==> config.mk <==
export PLATFORM = sky130hd
export DESIGN_NAME = dc_blocker
export DESIGN_NICKNAME = d
export VERILOG_FILES = /design/src/rtl/dcb_pkg.sv /design/src/rtl/dcb_ring.sv /design/src/rtl/dcb_accum.sv /design/src/rtl/dc_blocker.sv
export SDC_FILE = /design/constraint.sdc
export NUM_CORES = 2
export LEC_CHECK = 0
export BUFFER_PORTS_ARGS = -buffer_cell sky130_fd_sc_hd__buf_4
export CAP_MARGIN = 5
export CORE_MARGIN = 2
export CORE_UTILIZATION = 64
export CTS_CLUSTER_DIAMETER = 80
export DETAILED_ROUTE_END_ITERATION = 16
export PLACE_DENSITY = 0.8
export SYNTH_ARGS = -nofsm -noshare
export SYNTH_HDL_FRONTEND = slang
export SYNTH_HIERARCHICAL = 1
export SYNTH_SLANG_ARGS = --single-unit
==> constraint.sdc <==
create_clock -name clk -period 10.87 [get_ports clk]
set_input_delay 1.6305 -clock clk [delete_from_list [all_inputs] [get_ports clk]]
set_output_delay 1.6305 -clock clk [all_outputs]
set_load 0.03 [all_outputs]
==> src/rtl/dcb_pkg.sv <==
package dcb_pkg;

  // Bit offset of cascade segment k inside the flattened chain vector.
  // Segment k is DW + k*LOG2D bits wide (raw input is segment 0).
  function automatic int seg_off(input int dw, input int l2d, input int k);
    return k * dw + (l2d * k * (k - 1)) / 2;
  endfunction

  function automatic int stage_count(input bit quad);
    return quad ? 4 : 2;
  endfunction

endpackage

==> src/rtl/dcb_ring.sv <==
module dcb_ring #(
  parameter int W     = 16,
  parameter int DEPTH = 32,
  parameter int TAP_A = 32,
  parameter int TAP_B = 31
) (
  input  logic         clk,
  input  logic         rst,
  input  logic         push,
  input  logic [W-1:0] din,
  output logic [W-1:0] a_q,
  output logic [W-1:0] b_q
);
  localparam int AW = (DEPTH > 1) ? $clog2(DEPTH) : 1;
  localparam int CW = $clog2(DEPTH + 1);

  logic [W-1:0]  mem [DEPTH];
  logic [AW-1:0] wptr;
  logic [CW-1:0] fill;

  // Storage has no reset so it maps onto RAM; the fill count hides stale words.
  always_ff @(posedge clk) begin
    if (push) mem[wptr] <= din;
  end

  always_ff @(posedge clk) begin
    if (rst) begin
      wptr <= '0;
      fill <= '0;
    end else if (push) begin
      wptr <= (wptr == AW'(DEPTH - 1)) ? '0 : wptr + 1'b1;
      if (fill != CW'(DEPTH)) fill <= fill + 1'b1;
    end
  end

  // Address of the word written 'off' pushes ago.
  function automatic logic [AW-1:0] back(input logic [AW-1:0] p, input int off);
    int s;
    s = int'(p) + DEPTH - off;
    if (s >= DEPTH) s = s - DEPTH;
    return AW'(s);
  endfunction

  assign a_q = (int'(fill) >= TAP_A) ? mem[back(wptr, TAP_A)] : '0;
  assign b_q = (int'(fill) >= TAP_B) ? mem[back(wptr, TAP_B)] : '0;

  assert_ptr_in_range_R3: assert property (@(posedge clk) disable iff (rst)
    int'(wptr) < DEPTH);

  assert_ring_idle_R6: assert property (@(posedge clk) disable iff (rst)
    !push |=> ($stable(wptr) && $stable(fill)));

endmodule

==> src/rtl/dcb_accum.sv <==
module dcb_accum #(
  parameter int IW    = 16,
  parameter int LOG2D = 5
) (
  input  logic                      clk,
  input  logic                      rst,
  input  logic                      push,
  input  logic signed [IW-1:0]      q_in,
  input  logic signed [IW-1:0]      q_old,
  output logic signed [IW+LOG2D-1:0] sum_next
);
  localparam int OW = IW + LOG2D;

  logic signed [OW-1:0] acc;

  // Comb then integrator folded into one running sum; wraps modulo 2^OW.
  assign sum_next = acc + OW'(q_in) - OW'(q_old);

  always_ff @(posedge clk) begin
    if (rst)       acc <= '0;
    else if (push) acc <= sum_next;
  end

  assert_acc_idle_R6: assert property (@(posedge clk) disable iff (rst)
    !push |=> $stable(acc));

endmodule

==> src/rtl/dc_blocker.sv <==
module dc_blocker
  import dcb_pkg::*;
#(
  parameter int DW    = 16,
  parameter int LOG2D = 5,
  parameter bit QUAD  = 1'b0,
  parameter bit SAT   = 1'b0,
  localparam int OUT_W = SAT ? DW : DW + 1
) (
  input  logic                    clk,
  input  logic                    rst,
  input  logic                    in_valid,
  input  logic signed [DW-1:0]    in_sample,
  output logic                    out_valid,
  output logic signed [OUT_W-1:0] out_sample
);
  localparam int D      = 1 << LOG2D;
  localparam int STAGES = stage_count(QUAD);
  localparam int GD     = (STAGES / 2) * (D - 1);
  localparam int FILL   = STAGES * (D - 1);
  localparam int RING0  = (GD > D) ? GD : D;
  localparam int SW     = DW + STAGES * LOG2D;
  localparam int SHIFT  = STAGES * LOG2D;
  localparam int TOTW   = seg_off(DW, LOG2D, STAGES + 1);
  localparam int FCW    = $clog2(FILL + 1);

  wire  [TOTW-1:0]       chain_flat;
  logic signed [DW-1:0]  tap_x;
  logic signed [SW-1:0]  fin;
  logic signed [DW-1:0]  avg;
  logic signed [DW:0]    diff;
  logic signed [OUT_W-1:0] out_next;
  logic [FCW-1:0]        seen;

  assign chain_flat[DW-1:0] = in_sample;

  for (genvar k = 0; k < STAGES; k++) begin : g_stage
    localparam int IW = DW + k * LOG2D;
    localparam int OI = seg_off(DW, LOG2D, k);
    localparam int OO = seg_off(DW, LOG2D, k + 1);

    logic signed [IW-1:0]       q_cur;
    logic signed [IW-1:0]       q_old;
    logic signed [IW+LOG2D-1:0] sn;

    assign q_cur = chain_flat[OI +: IW];
    assign chain_flat[OO +: IW + LOG2D] = sn;

    if (k == 0) begin : g_first
      // First ring also supplies the group-delay-aligned input sample.
      dcb_ring #(.W(IW), .DEPTH(RING0), .TAP_A(D), .TAP_B(GD)) u_ring (
        .clk(clk), .rst(rst), .push(in_valid), .din(q_cur),
        .a_q(q_old), .b_q(tap_x));
    end else begin : g_rest
      logic [IW-1:0] tap_unused;
      dcb_ring #(.W(IW), .DEPTH(D), .TAP_A(D), .TAP_B(D)) u_ring (
        .clk(clk), .rst(rst), .push(in_valid), .din(q_cur),
        .a_q(q_old), .b_q(tap_unused));
    end

    dcb_accum #(.IW(IW), .LOG2D(LOG2D)) u_acc (
      .clk(clk), .rst(rst), .push(in_valid),
      .q_in(q_cur), .q_old(q_old), .sum_next(sn));
  end

  assign fin  = chain_flat[seg_off(DW, LOG2D, STAGES) +: SW];
  assign avg  = DW'(fin >>> SHIFT);
  assign diff = (DW + 1)'(tap_x) - (DW + 1)'(avg);

  if (SAT) begin : g_clip
    localparam logic signed [DW:0] HI = {2'b00, {(DW - 1){1'b1}}};
    localparam logic signed [DW:0] LO = {2'b11, {(DW - 1){1'b0}}};
    always_comb begin
      if (diff > HI)      out_next = {1'b0, {(DW - 1){1'b1}}};
      else if (diff < LO) out_next = {1'b1, {(DW - 1){1'b0}}};
      else                out_next = diff[DW-1:0];
    end
  end else begin : g_wide
    assign out_next = diff;
  end

  always_ff @(posedge clk) begin
    if (rst) begin
      out_valid  <= 1'b0;
      out_sample <= '0;
      seen       <= '0;
    end else begin
      out_valid <= in_valid && (seen == FCW'(FILL));
      if (in_valid) begin
        out_sample <= out_next;
        if (seen != FCW'(FILL)) seen <= seen + 1'b1;
      end
    end
  end

  assert_valid_needs_input_R2: assert property (@(posedge clk) disable iff (rst)
    out_valid |-> $past(in_valid));

  assert_hold_when_idle_R6: assert property (@(posedge clk) disable iff (rst)
    !in_valid |=> ($stable(out_sample) && !out_valid));

endmodule

==> out/metrics.cfg <==
[synth]
avgSynthCellArea_um2=15.93
synthesis.area_um2=58380
synth_cells=3664
yosysWarnings=6
syn-num-nets=3810

[floorplanning]
ios=37
chipWidth_um=306.0
die_h_um=306.0
num_rows=110
start_util=0.6476
die_area_um2=93660
core_area_um2=90150

[clock_tree]
postCtsSetupRepairBufs=0
cts_hold_buffers=0
cts_tree=done
cts.sinks=1277
cts-htree-levels=4
insertion_delay_ns=0.76
cts-resized-gates=0
cts_root_buffer=clkbuf_16
cts_buffer_depth=3
cts_buffers=131
path_clk_slew_ns=0.06

[hold_path]
hold_class=reg2reg
whs_endpoint=out_sample[13]
min_from=out_sample[13]
worstHoldPathCells=2

[sta]
tightestPinTransition_ns=1.442
clock-skew-final_ns=0.03227
max_freq_mhz=106.5
rsz0062_at_grt=no
slew_headroom=0.01399
finalSetupTns_ns=0
setup_viol=0
finalHoldViolations=0
fin_crit_ns=9.388
finalHoldWorstSlack_ns=0.4661
setup_ws_ns=1.482
slew_violations=0
finalCritPeriodShare=0.8637

[grt]
grt_pass1_wl_um=226400
antenna_found_initial=0
grt-ovfl-total=0
grt_pass1_vias=35110
grt_max_degree=80
grtUsageTotal=0.3305

[critical_path]
rrSetupSlack_ns=1.48
path_common_cell=inv_1
r2r_end=out_sample[13]
slowest_delay_ns=1.06
cp-end-kind=flip-flop
arrival_ns=10.01
slowest_stage=and3b_1
cp_data_required_time_ns=11.50
crit_type=reg2reg
start_kind=flip-flop
crit_buf_inv=5
ff2ff_path_depth=31
cp_max_fo=34
worstReg2RegStart=g_stage[0].g_first.u_ring/wptr[3]
cp_top_family=compound AO/OA/AOI/OAI gates

[pwr]
peakVddDrop_mv=0.4907
power.total_uw=20070
power_leakage_uw=0.02155
powerDensity_nw_per_um2=309.9

[cells_and_area]
seq_area_um2=37430
antenna_cells=0
num-nets-final=3898
drive_gt1_frac=0.1956
fillers=5331
multiInputGateArea_um2=19470
design_area_um2=64760
area_growth_pct=10.91

[route]
drt_wl_total_um=152900
drt_iter0_drc=5063
dr.pass1.iters=6
vias=35160
viasPerCell=6.995
drc=0
ant_nets=0
wl_per_cell_um=30.43

[placed_design]
placed_area_um2=60600
portBuffers=36
gp_congestion=0.8722
dp_hpwl_um=93350
pre_cts_ws_ns=1.619

[outcome]
failed_checks=capacitance limit
status=finished, violations left

[flow_run]
drv_cap=1

==> metal layers <==
layer  wire, um  part of all wire  GRT usage  up-vias
met1      53320              0.35     0.4266    17600
met2      74650              0.49     0.5413     2355
met5          0                 0          0        -
met4       8665             0.057     0.1694        0
met3      16310              0.11    0.06332      492
li1           -                 -          -    14710
==> through the flow <==
stage                     utilization  instances
after detailed placement       0.6722       4795
final                          0.7183       5026
after global routing           0.7183       5026
after floorplan                     -       3664
after CTS                      0.7183       5026
after global placement         0.6722       4795
==> flip-flops by register name (all words and copies together) (netlist names) <==
| register | count |
|---|---|
| g_stage.g_rest.u_ring/mem | 672 |
| out_valid | 1 |
| seen | 6 |
| out_sample | 17 |
| g_stage.g_first.u_ring/mem | 512 |
| g_stage.g_first.u_ring/wptr | 5 |
| g_stage.g_rest.u_ring/wptr | 5 |
| g_stage.u_acc/acc | 47 |
| g_stage.g_rest.u_ring/fill | 6 |
| g_stage.g_first.u_ring/fill | 6 |
==> worst max path at each step <==
| stage | startpoint | end | slack, ns | cells after the start |
|---|---|---|---|---|
| final | g_stage[0].g_first.u_ring/wptr[3] | out_sample[13] | 1.48 | 31 |
| after global routing | g_stage[0].g_first.u_ring/wptr[1] | out_sample[15] | 0.97 | 33 |
| after CTS | g_stage[0].g_first.u_ring/wptr[1] | out_sample[15] | 1.59 | 33 |
| after detailed placement | g_stage[0].g_first.u_ring/wptr[1] | out_sample[15] | 1.62 | 33 |
| after global placement | g_stage[0].g_first.u_ring/wptr[1] | out_sample[13] | 1.80 | 32 |
| after floorplan | g_stage[0].g_first.u_ring/wptr[1] | out_sample[15] | 2.08 | 33 |
==> cell type report <==
class	instances	area share
Sequential cell	1277	0.5780
Multi-Input combinational cell	1948	0.3007
Clock buffer	174	0.05522
Tap cell	1176	0.02272
Timing Repair Buffer	177	0.02187
Inverter	217	0.01258
Clock inverter	57	0.008965
==> power by group <==
part / internal [uW] / switching, uW / leakage [uW]
clock: 2520 / 1870 / 0.00202
sequential: 6610 / 80.2 / 0.0114
combinational: 3230 / 5760 / 0.00811
total: 12400 / 7710 / 0.0216
==> worst reg2reg max path, delay by kind of cell, from the launching register on <==
kind / cells / cell delay [ns]
buffers and inverters: 5 / 0.66
adder cells (fa/ha/maj): 5 / 2.04
AO/OA/AOI/OAI: 13 / 3.49
flip-flops: 1 / 0.79
AND/OR/NAND/NOR: 5 / 1.75
XOR/XNOR: 3 / 0.57
==> placed cells by master, fill, tap and decap left out, types with 11 or more instances in the layout <==
cell type,n
ha_1,79
a21boi_1,22
mux4_2,256
nor2_2,51
nand3_1,23
inv_1,216
a2111oi_0,32
o21ai_0,25
and3_1,15
nor4_1,42
a22oi_1,64
nor3_2,13
xnor2_2,12
clkbuf_1,35
a21oi_1,53
nand4_1,30
nand2b_1,12
clkinv_2,16
a41oi_1,16
dfxtp_1,90
a21o_1,27
buf_4,170
nand2_1,138
a211oi_1,11
nor2_1,98
xor2_1,25
nor4b_1,16
fa_1,46
clkinv_1,14
o21a_1,11
edfxtp_1,1184
mux2i_1,373
nor3_1,17
xnor2_1,28
o22ai_1,173
and2_1,34
clkbuf_16,136
a41o_1,16
Note: power is estimated with default switching activity, not from simulation.
